===== src/rtl/fbf_pkg.sv =====
package fbf_pkg;

  typedef enum logic [1:0] {
    S_IDLE,
    S_LOAD,
    S_WAIT,
    S_EVAL
  } seq_st_t;

  localparam logic [1:0] LM_OFF     = 2'd1;
  localparam logic [1:0] LM_PIXONLY = 2'd2;

  localparam logic [9:0] HDR_SHORT = 10'h020;
  localparam logic [9:0] HDR_LONG  = 10'h200;

  // Depth code to bits per pixel
  function automatic logic [4:0] bpp_of(input logic [2:0] code);
    case (code)
      3'd1:    return 5'd2;
      3'd2:    return 5'd4;
      3'd3:    return 5'd8;
      3'd0:    return 5'd0;
      default: return 5'd16;
    endcase
  endfunction

  // Bytes between buffer base and first pixel
  function automatic logic [9:0] hdr_of(input logic [2:0] code, input logic pix_only);
    if (pix_only)          return 10'd0;
    else if (code >= 3'd3) return HDR_LONG;
    else                   return HDR_SHORT;
  endfunction

endpackage


===== src/rtl/fbf_pal_ld.sv =====
module fbf_pal_ld #(
  parameter int AW    = 32,
  parameter int DW    = 16,
  parameter int PAL_N = 256
) (
  input  logic                     clk,
  input  logic                     rst_n,
  input  logic                     start_i,
  input  logic [AW-1:0]            base_i,
  output logic                     rd_req_o,
  output logic [AW-1:0]            rd_addr_o,
  input  logic                     rd_gnt_i,
  input  logic                     rd_vld_i,
  input  logic [DW-1:0]            rd_data_i,
  output logic                     pal_wr_o,
  output logic [$clog2(PAL_N)-1:0] pal_idx_o,
  output logic [DW-1:0]            pal_data_o,
  output logic [2:0]               code_o,
  output logic                     busy_o,
  output logic                     done_o
);
  localparam int IDX_W = $clog2(PAL_N);
  localparam int CNT_W = IDX_W + 1;

  logic [CNT_W-1:0] req_cnt, rsp_cnt;
  logic [AW-1:0]    base_q;

  assign rd_req_o  = busy_o && (req_cnt < CNT_W'(PAL_N));
  assign rd_addr_o = base_q + (AW'(req_cnt) << 1);

  always_ff @(posedge clk or negedge rst_n) begin
    if (!rst_n) begin
      busy_o     <= 1'b0;
      done_o     <= 1'b0;
      req_cnt    <= '0;
      rsp_cnt    <= '0;
      base_q     <= '0;
      code_o     <= '0;
      pal_wr_o   <= 1'b0;
      pal_idx_o  <= '0;
      pal_data_o <= '0;
    end else begin
      pal_wr_o <= 1'b0;
      done_o   <= 1'b0;
      if (start_i) begin
        busy_o  <= 1'b1;
        base_q  <= base_i;
        req_cnt <= '0;
        rsp_cnt <= '0;
      end else if (busy_o) begin
        if (rd_req_o && rd_gnt_i) req_cnt <= req_cnt + 1'b1;
        if (rd_vld_i) begin
          pal_wr_o   <= 1'b1;
          pal_idx_o  <= rsp_cnt[IDX_W-1:0];
          pal_data_o <= rd_data_i;
          if (rsp_cnt == '0) code_o <= rd_data_i[14:12];
          rsp_cnt <= rsp_cnt + 1'b1;
          if (rsp_cnt == CNT_W'(PAL_N - 1)) begin
            busy_o <= 1'b0;
            done_o <= 1'b1;
          end
        end
      end
    end
  end

  AST_REQ_HOLD: assert property (@(posedge clk) disable iff (!rst_n)
    rd_req_o && !rd_gnt_i |=> rd_req_o && $stable(rd_addr_o));

  AST_DONE_ON_RSP: assert property (@(posedge clk) disable iff (!rst_n)
    done_o |-> $past(rd_vld_i));

endmodule


===== src/rtl/fbf_geom.sv =====
module fbf_geom
  import fbf_pkg::*;
#(
  parameter int AW = 32,
  parameter int LW = 10
) (
  input  logic [2:0]    code_i,
  input  logic          pix_only_i,
  input  logic [LW-1:0] w_m1_i,
  input  logic [LW-1:0] h_m1_i,
  input  logic [31:0]   sub_i,
  input  logic [AW-1:0] top_i,
  input  logic [AW-1:0] bot_i,
  output logic [4:0]    bpp_o,
  output logic [9:0]    hdr_o,
  output logic [LW+2:0] stride_o,
  output logic          too_big_o,
  output logic [LW-1:0] first_o,
  output logic [LW:0]   lines_o
);
  localparam int DIM_W  = LW + 1;
  localparam int PROD_W = 2 * DIM_W + 5;
  localparam int LINE_W = DIM_W + 5;
  localparam int CMP_W  = ((AW > PROD_W) ? AW : PROD_W) + 2;

  function automatic logic [PROD_W-1:0] frame_bytes(input logic [DIM_W-1:0] w,
                                                    input logic [DIM_W-1:0] h,
                                                    input logic [4:0] bpp);
    logic [PROD_W-1:0] p;
    p = PROD_W'(w) * PROD_W'(h) * PROD_W'(bpp);
    return p >> 3;
  endfunction

  function automatic logic [LW+2:0] line_bytes(input logic [DIM_W-1:0] w,
                                               input logic [4:0] bpp);
    logic [LINE_W-1:0] p;
    p = LINE_W'(w) * LINE_W'(bpp);
    return p[LINE_W-1:3];
  endfunction

  function automatic logic fits(input logic [CMP_W-1:0] need,
                                input logic [AW-1:0] top,
                                input logic [AW-1:0] bot);
    logic [CMP_W-1:0] room;
    if (bot < top) return 1'b0;
    room = CMP_W'(bot) - CMP_W'(top) + CMP_W'(2);
    return need <= room;
  endfunction

  logic [DIM_W-1:0] w, h;
  logic [CMP_W-1:0] need;
  logic             sub_on, sub_first;
  logic [LW-1:0]    sub_val;

  assign w         = DIM_W'(w_m1_i) + DIM_W'(1);
  assign h         = DIM_W'(h_m1_i) + DIM_W'(1);
  assign bpp_o     = bpp_of(code_i);
  assign hdr_o     = hdr_of(code_i, pix_only_i);
  assign stride_o  = line_bytes(w, bpp_o);
  assign need      = CMP_W'(hdr_o) + CMP_W'(frame_bytes(w, h, bpp_o));
  assign too_big_o = !fits(need, top_i, bot_i);

  assign sub_on    = sub_i[31];
  assign sub_first = sub_i[29];
  assign sub_val   = sub_i[16 +: LW];

  always_comb begin
    first_o = '0;
    lines_o = h;
    if (sub_on) begin
      if (sub_first) first_o = sub_val;
      else           lines_o = DIM_W'(sub_val);
    end
  end

endmodule


===== src/rtl/fbf_seq.sv =====
module fbf_seq
  import fbf_pkg::*;
#(
  parameter int AW    = 32,
  parameter int DW    = 16,
  parameter int LW    = 10,
  parameter int PAL_N = 256
) (
  input  logic                     clk,
  input  logic                     rst_n,
  input  logic                     en_req_i,
  input  logic [1:0]               load_mode_i,
  input  logic                     dual_i,
  input  logic                     err_irq_en_i,
  input  logic [LW-1:0]            width_m1_i,
  input  logic [LW-1:0]            height_m1_i,
  input  logic [31:0]              subpanel_i,
  input  logic [AW-1:0]            top0_i,
  input  logic [AW-1:0]            bot0_i,
  input  logic [AW-1:0]            top1_i,
  input  logic [AW-1:0]            bot1_i,
  input  logic [3:0]               addr_ok_i,
  input  logic                     tick_i,
  output logic                     rd_req_o,
  output logic [AW-1:0]            rd_addr_o,
  input  logic                     rd_gnt_i,
  input  logic                     rd_vld_i,
  input  logic [DW-1:0]            rd_data_i,
  output logic                     pal_wr_o,
  output logic [$clog2(PAL_N)-1:0] pal_idx_o,
  output logic [DW-1:0]            pal_data_o,
  output logic                     pal_done_o,
  output logic                     run_o,
  output logic                     frame_go_o,
  output logic                     frame_skip_o,
  output logic                     sync_err_o,
  output logic [2:0]               cond_set_o,
  output logic                     err_irq_o,
  output logic [AW-1:0]            pix_base_o,
  output logic [4:0]               bpp_o,
  output logic [LW+2:0]            stride_o,
  output logic [LW-1:0]            first_line_o,
  output logic [LW:0]              line_cnt_o
);
  seq_st_t       st;
  logic          en_q, cur, frame_ld;
  logic [AW-1:0] base0, base1, ld_base;
  logic          ld_start, ld_busy, ld_done;
  logic [2:0]    ld_code;

  // named internal events
  logic          en_rise, bufs_ok, pix_only;
  logic [AW-1:0] cur_base, cur_top, cur_bot;
  logic [4:0]    g_bpp;
  logic [9:0]    g_hdr;
  logic [LW+2:0] g_stride;
  logic          g_too_big;
  logic [LW-1:0] g_first;
  logic [LW:0]   g_lines;

  assign en_rise  = en_req_i && !en_q;
  assign bufs_ok  = addr_ok_i[0] && addr_ok_i[1] &&
                    (!dual_i || (addr_ok_i[2] && addr_ok_i[3]));
  assign pix_only = (load_mode_i == LM_PIXONLY);
  assign cur_base = cur ? base1 : base0;
  assign cur_top  = cur ? top1_i : top0_i;
  assign cur_bot  = cur ? bot1_i : bot0_i;

  fbf_pal_ld #(.AW(AW), .DW(DW), .PAL_N(PAL_N)) u_ld (
    .clk       (clk),
    .rst_n     (rst_n),
    .start_i   (ld_start),
    .base_i    (ld_base),
    .rd_req_o  (rd_req_o),
    .rd_addr_o (rd_addr_o),
    .rd_gnt_i  (rd_gnt_i),
    .rd_vld_i  (rd_vld_i),
    .rd_data_i (rd_data_i),
    .pal_wr_o  (pal_wr_o),
    .pal_idx_o (pal_idx_o),
    .pal_data_o(pal_data_o),
    .code_o    (ld_code),
    .busy_o    (ld_busy),
    .done_o    (ld_done)
  );

  fbf_geom #(.AW(AW), .LW(LW)) u_geom (
    .code_i    (ld_code),
    .pix_only_i(pix_only),
    .w_m1_i    (width_m1_i),
    .h_m1_i    (height_m1_i),
    .sub_i     (subpanel_i),
    .top_i     (cur_top),
    .bot_i     (cur_bot),
    .bpp_o     (g_bpp),
    .hdr_o     (g_hdr),
    .stride_o  (g_stride),
    .too_big_o (g_too_big),
    .first_o   (g_first),
    .lines_o   (g_lines)
  );

  always_ff @(posedge clk or negedge rst_n) begin
    if (!rst_n) begin
      st           <= S_IDLE;
      en_q         <= 1'b0;
      cur          <= 1'b0;
      frame_ld     <= 1'b0;
      base0        <= '0;
      base1        <= '0;
      ld_base      <= '0;
      ld_start     <= 1'b0;
      run_o        <= 1'b0;
      pal_done_o   <= 1'b0;
      frame_go_o   <= 1'b0;
      frame_skip_o <= 1'b0;
      sync_err_o   <= 1'b0;
      cond_set_o   <= '0;
      err_irq_o    <= 1'b0;
      pix_base_o   <= '0;
      bpp_o        <= '0;
      stride_o     <= '0;
      first_line_o <= '0;
      line_cnt_o   <= '0;
    end else begin
      en_q         <= en_req_i;
      ld_start     <= 1'b0;
      pal_done_o   <= 1'b0;
      frame_go_o   <= 1'b0;
      frame_skip_o <= 1'b0;
      sync_err_o   <= 1'b0;
      cond_set_o   <= '0;
      err_irq_o    <= 1'b0;
      case (st)
        S_IDLE: begin
          if (en_rise) begin
            if (!bufs_ok) begin
              cond_set_o <= 3'b100;
              err_irq_o  <= err_irq_en_i;
            end else begin
              base0 <= top0_i;
              base1 <= top1_i;
              cur   <= 1'b0;
              run_o <= 1'b1;
              if (pix_only) begin
                st <= S_WAIT;
              end else begin
                ld_start <= 1'b1;
                ld_base  <= top0_i;
                frame_ld <= 1'b0;
                st       <= S_LOAD;
              end
            end
          end
        end
        S_WAIT: begin
          if (!en_req_i) begin
            run_o <= 1'b0;
            st    <= S_IDLE;
          end else if (tick_i && load_mode_i != LM_OFF) begin
            if (pix_only) begin
              st <= S_EVAL;
            end else begin
              ld_start <= 1'b1;
              ld_base  <= cur_base;
              frame_ld <= 1'b1;
              st       <= S_LOAD;
            end
          end
        end
        S_LOAD: begin
          if (ld_done) begin
            if (frame_ld) begin
              st <= S_EVAL;
            end else begin
              pal_done_o <= 1'b1;
              st         <= S_WAIT;
            end
          end
        end
        S_EVAL: begin
          if (ld_code == 3'd0) begin
            frame_skip_o <= 1'b1;
            st           <= S_WAIT;
          end else if (g_too_big) begin
            sync_err_o <= 1'b1;
            run_o      <= 1'b0;
            st         <= S_IDLE;
          end else begin
            frame_go_o   <= 1'b1;
            cond_set_o   <= cur ? 3'b010 : 3'b001;
            pix_base_o   <= cur_base + AW'(g_hdr);
            bpp_o        <= g_bpp;
            stride_o     <= g_stride;
            first_line_o <= g_first;
            line_cnt_o   <= g_lines;
            if (dual_i) cur <= ~cur;
            st <= S_WAIT;
          end
        end
        default: st <= S_IDLE;
      endcase
    end
  end

  AST_ERR_STOPS: assert property (@(posedge clk) disable iff (!rst_n)
    sync_err_o |-> !run_o);

  AST_BUF_FLIP: assert property (@(posedge clk) disable iff (!rst_n)
    frame_go_o && $past(dual_i) |-> cur != $past(cur));

  AST_COND_ONEHOT: assert property (@(posedge clk) disable iff (!rst_n)
    $onehot0(cond_set_o));

  AST_NO_LOAD_PIXONLY: assert property (@(posedge clk) disable iff (!rst_n)
    $rose(ld_busy) |-> $past(load_mode_i, 2) != LM_PIXONLY);

  AST_ADDR_ERR_IDLE: assert property (@(posedge clk) disable iff (!rst_n)
    cond_set_o[2] |-> !run_o);

endmodule


===== config.mk =====
export PLATFORM = sky130hd
export DESIGN_NAME = fbf_seq
export DESIGN_NICKNAME = d
export VERILOG_FILES = /design/src/rtl/fbf_pkg.sv /design/src/rtl/fbf_pal_ld.sv /design/src/rtl/fbf_geom.sv /design/src/rtl/fbf_seq.sv
export SDC_FILE = /design/constraint.sdc
export NUM_CORES = 1
export LEC_CHECK = 0
export BUFFER_PORTS_ARGS = -buffer_cell sky130_fd_sc_hd__buf_4
export CAP_MARGIN = 25
export CORE_AREA = 2 2 170 255
export CTS_CLUSTER_DIAMETER = 60
export DETAILED_ROUTE_END_ITERATION = 7
export DIE_AREA = 0 0 172 257
export PLACE_DENSITY = 0.82
export SLEW_MARGIN = 20
export SYNTH_ARGS = -nofsm -noshare
export SYNTH_HDL_FRONTEND = slang
export SYNTH_SLANG_ARGS = --single-unit

===== constraint.sdc =====
create_clock -name clk -period 10.9 [get_ports clk]
set_clock_uncertainty 0.1 [all_clocks]
set_input_delay 1.09 -clock clk [delete_from_list [all_inputs] [get_ports clk]]
set_output_delay 1.09 -clock clk [all_outputs]
set_load 0.03 [all_outputs]

==> metrics.yaml <==
floorplanning:
  die_height_um: 257
  dieArea_um2: 44200
  row_count: 92
  die_w_um: 172
  start_util: 0.596
  pin_count: 348
  core_um2: 41900
global_route:
  grt_util_met3: 0.0615
  grtUsageTotal: 0.346
  use_met2: 0.610
  grt_pass1_vias: 23700
  grt_max_degree: 119
  antenna_found_initial: 3
  grt_use_met1: 0.363
  gr-total-overflow: 0
  grt_busiest_layer: "met2"
  grt_pass1_wl_um: 121000
synth:
  ys_seq_area_frac: 0.262
  synth_edf_count: 0
  ys_ff_latch: 261
  syn_area_um2: 25000
  yosysWarnings: 0
  synth-main-ff-cell: "dfrtp_1"
  ys_types: 89
  syn-mean-instance-area_um2: 9.32
  async_flop_share: 1.00
  syn_inst: 2677
power:
  totalPowerFinal_w: 0.0119
  p_leak_nw: 15.8
  pwr_density_cell_nw_per_um2: 370
  ir_worst_vdd_v: 0.000418
min_path:
  hold-path-cell-count: 2
  hold_class: "reg2reg"
  worstHoldStart: "ld_base[16]$_DFFE_PN0P_"
  min_to: "ld_base[16]$_DFFE_PN0P_"
clock_tree:
  cts_buffer_depth: 3
  cts_sinks: 261
  clock-root-buffer: "clkbuf_16"
  cts_tree: "done"
  htree_levels: 1
  numCtsBuffers: 29
  clk_pin_slew_ps: 60
  clkLatencyLatePin_ps: 560
  cts_hold_buf: 0
setup_path:
  critical_path_arrival_ps: 12110
  critPathCaptureType: "flop"
  critPathRequiredTime_ps: 11220
  startpoint_type: "primary input"
  reg2reg_from: "u_ld.code_o[2]$_DFFE_PN0P_"
  worstReg2RegEnd: "stride_o[5]$_DFFE_PN0P_"
  max_stage_delay_ps: 560
  worstSetupPathType: "in2reg"
  ff2ff_setup_slack_ps: 2240
  worstRegToRegCells: 36
  cp_max_fo: 8
  cp_slowest_cell: "fa_2"
  critPathMostFrequentCell: "fa_1"
detailed_routing:
  drt_iter0_drc: 1516
  drc: 0
  drt-pass1-iter-count: 6
  drt-wirelength-per-cell_um: 20.8
  vias: 22500
  viasPerCell: 5.92
  postRouteAntennaNets: 0
  wirelength_um: 79300
timing:
  fin_crit_sh: 1.08
  final.setup.worst_slack_ps: -890
  whs_ps: 380
  setup_violations: 77
  fin_crit_ps: 11790
  fmax_mhz: 84.8
  worst_slew_pin_slew_ps: 1000
  hold_violations: 0
  slew_viol_final: 0
  rsz0062_at_grt: "true"
  max-slew-margin-rel: 0.333
run:
  maxCapViolCount: 0
place:
  detailed_place_hpwl_um: 58200
  io_buffers: 326
  dp_slack_ps: -1490
  routabilityCongestion: 0.964
outcome:
  outcome: "finished, violations left"
  violations: "setup timing"
layout:
  layout.nets: 3787
  syn_to_final_growth_pct: 29.1
  fin_util: 0.769
  layout-drive-gt1-share: 0.335
  nFillCells: 2744
## area by class of cell
cell class / count / area (um^2) / share of cell area
antenna: 2 / 5.00 / 0.000155
clock buffer: 39 / 833 / 0.0259
clock inverter: 15 / 96.3 / 0.00299
inverter: 219 / 822 / 0.0255
multi-input combinational: 2097 / 18300 / 0.569
sequential: 261 / 6540 / 0.203
tap: 564 / 706 / 0.0219
timing repair buffer: 608 / 4880 / 0.152
## layer usage
metal	up-vias	wire length (um)
met5	-	13
met4	2	7070
met3	332	5250
met2	1014	40200
met1	11000	26700
li1	10200	-
## flip-flops by register name (all words and copies together), names as in the netlist, 3 cells and up
register         cells
base0               32
base1               32
ld_base             32
pix_base_o          32
u_ld.base_q         32
u_ld.pal_data_o     16
stride_o            13
line_cnt_o          11
first_line_o        10
u_ld.req_cnt         9
u_ld.rsp_cnt         9
u_ld.pal_idx_o       8
bpp_o                4
cond_set_o           3
u_ld.code_o          3
## critical path, delay by kind of cell
family	cells	cell delay, ps
buffers and inverters	9	760
AO/OA/AOI/OAI	16	3250
XOR/XNOR	3	690
multiplexers	1	300
adder cells (fa/ha/maj)	11	4270
AND/OR/NAND/NOR	12	1690
## synthesized netlist by cell type (all sizes together), types with 8 or more instances
cell type	number	share of area
o211ai	14	0.0042
nor2	244	0.037
ha	219	0.11
a21oi	124	0.025
o21ai	101	0.020
fa	142	0.11
nand3	52	0.011
or2	23	0.0058
nand2	307	0.046
a21o	41	0.012
nor4	10	0.0025
and3	32	0.0082
buf	27	0.0097
nand2b	27	0.0068
nand4	31	0.0078
mux2i	67	0.027
a31oi	10	0.0025
mux2	204	0.10
xnor2	120	0.042
nor2b	22	0.0055
and2	34	0.0085
o31ai	8	0.0024
dfrtp	261	0.26
clkbuf	75	0.011
nor3b	10	0.0030
a211oi	12	0.0042
inv	218	0.033
o21a	10	0.0031
o21bai	19	0.0057
xor2	73	0.026
or3	21	0.0055
nor3	36	0.0074
## power by group
part	leakage, nW	total [W]	switching, W	internal, W
Combinational	11.9	0.00929	0.00488	0.00441
Sequential	3.38	0.00168	0.000342	0.00134
Clock	0.469	0.000957	0.000417	0.000539
## worst max path at each step
stage / startpoint / cells past startpoint / slack, ps / to
floorplan: width_m1_i[2] / 50 / -460 / first_line_o[0]$_DFFE_PN0P_
finish: width_m1_i[4] / 52 / -890 / stride_o[5]$_DFFE_PN0P_
detailed placement: width_m1_i[0] / 54 / -1490 / first_line_o[8]$_DFFE_PN0P_
global placement: width_m1_i[0] / 52 / -1150 / first_line_o[2]$_DFFE_PN0P_
CTS: width_m1_i[4] / 53 / -600 / stride_o[3]$_DFFE_PN0P_
global route: height_m1_i[0] / 55 / -1330 / pix_base_o[8]$_DFFE_PN0P_
## what timing repair did
item | 4_1_cts | 5_1_grt
buffers inserted | 23 | 28
cloned | 6 | 1
hold endpoints to repair | 0 | 0
endpoints found under the setup margin | 77 | 77
pin swaps | 61 | 73
gates resized for setup | 98 | 85
## metrics by stage
stage	cells	TNS (ps)	instance area [um^2]
global route	3804	-97980	32200
floorplan	2679	-31730	25500
finish	3805	-63810	32200
CTS	3776	-37400	31600
global placement	3695	-86470	29800
detailed placement	3695	-112200	29800
## cell usage in the layout (no fill, tap or decap), drive strengths merged, types with 12 or more instances in the layout
cell type | Yosys | final
inv | 218 | 223
a21o | 41 | 41
o21ai | 101 | 101
nor2b | 22 | 22
and3 | 32 | 32
ha | 219 | 219
dfrtp | 261 | 261
nand3 | 52 | 52
fa | 142 | 142
nand2b | 27 | 27
or2 | 23 | 23
nor3 | 36 | 36
mux2i | 67 | 67
mux2 | 204 | 204
and2 | 34 | 34
clkbuf | 75 | 40
nand4 | 31 | 31
buf | 27 | 607
xnor2 | 120 | 120
o211ai | 14 | 14
o21bai | 19 | 19
nand2 | 307 | 307
or3 | 21 | 21
a21oi | 124 | 124
xor2 | 73 | 73
a211oi | 12 | 12
nor2 | 244 | 244
## kinds of logic after synthesis
kind of cell               count (synthesis)  share of synthesized area
buffers and inverters                    321                     0.0540
AOI/OAI and AO/OA                        392                     0.0986
other                                      1                   0.000150
DFF                                      261                      0.262
xor gates and xnor gates                 194                     0.0686
and+or+nand+nor                          876                      0.165
muxes                                    271                      0.128
adders and majority gates                361                      0.224
(Power assumes the default switching activity.)
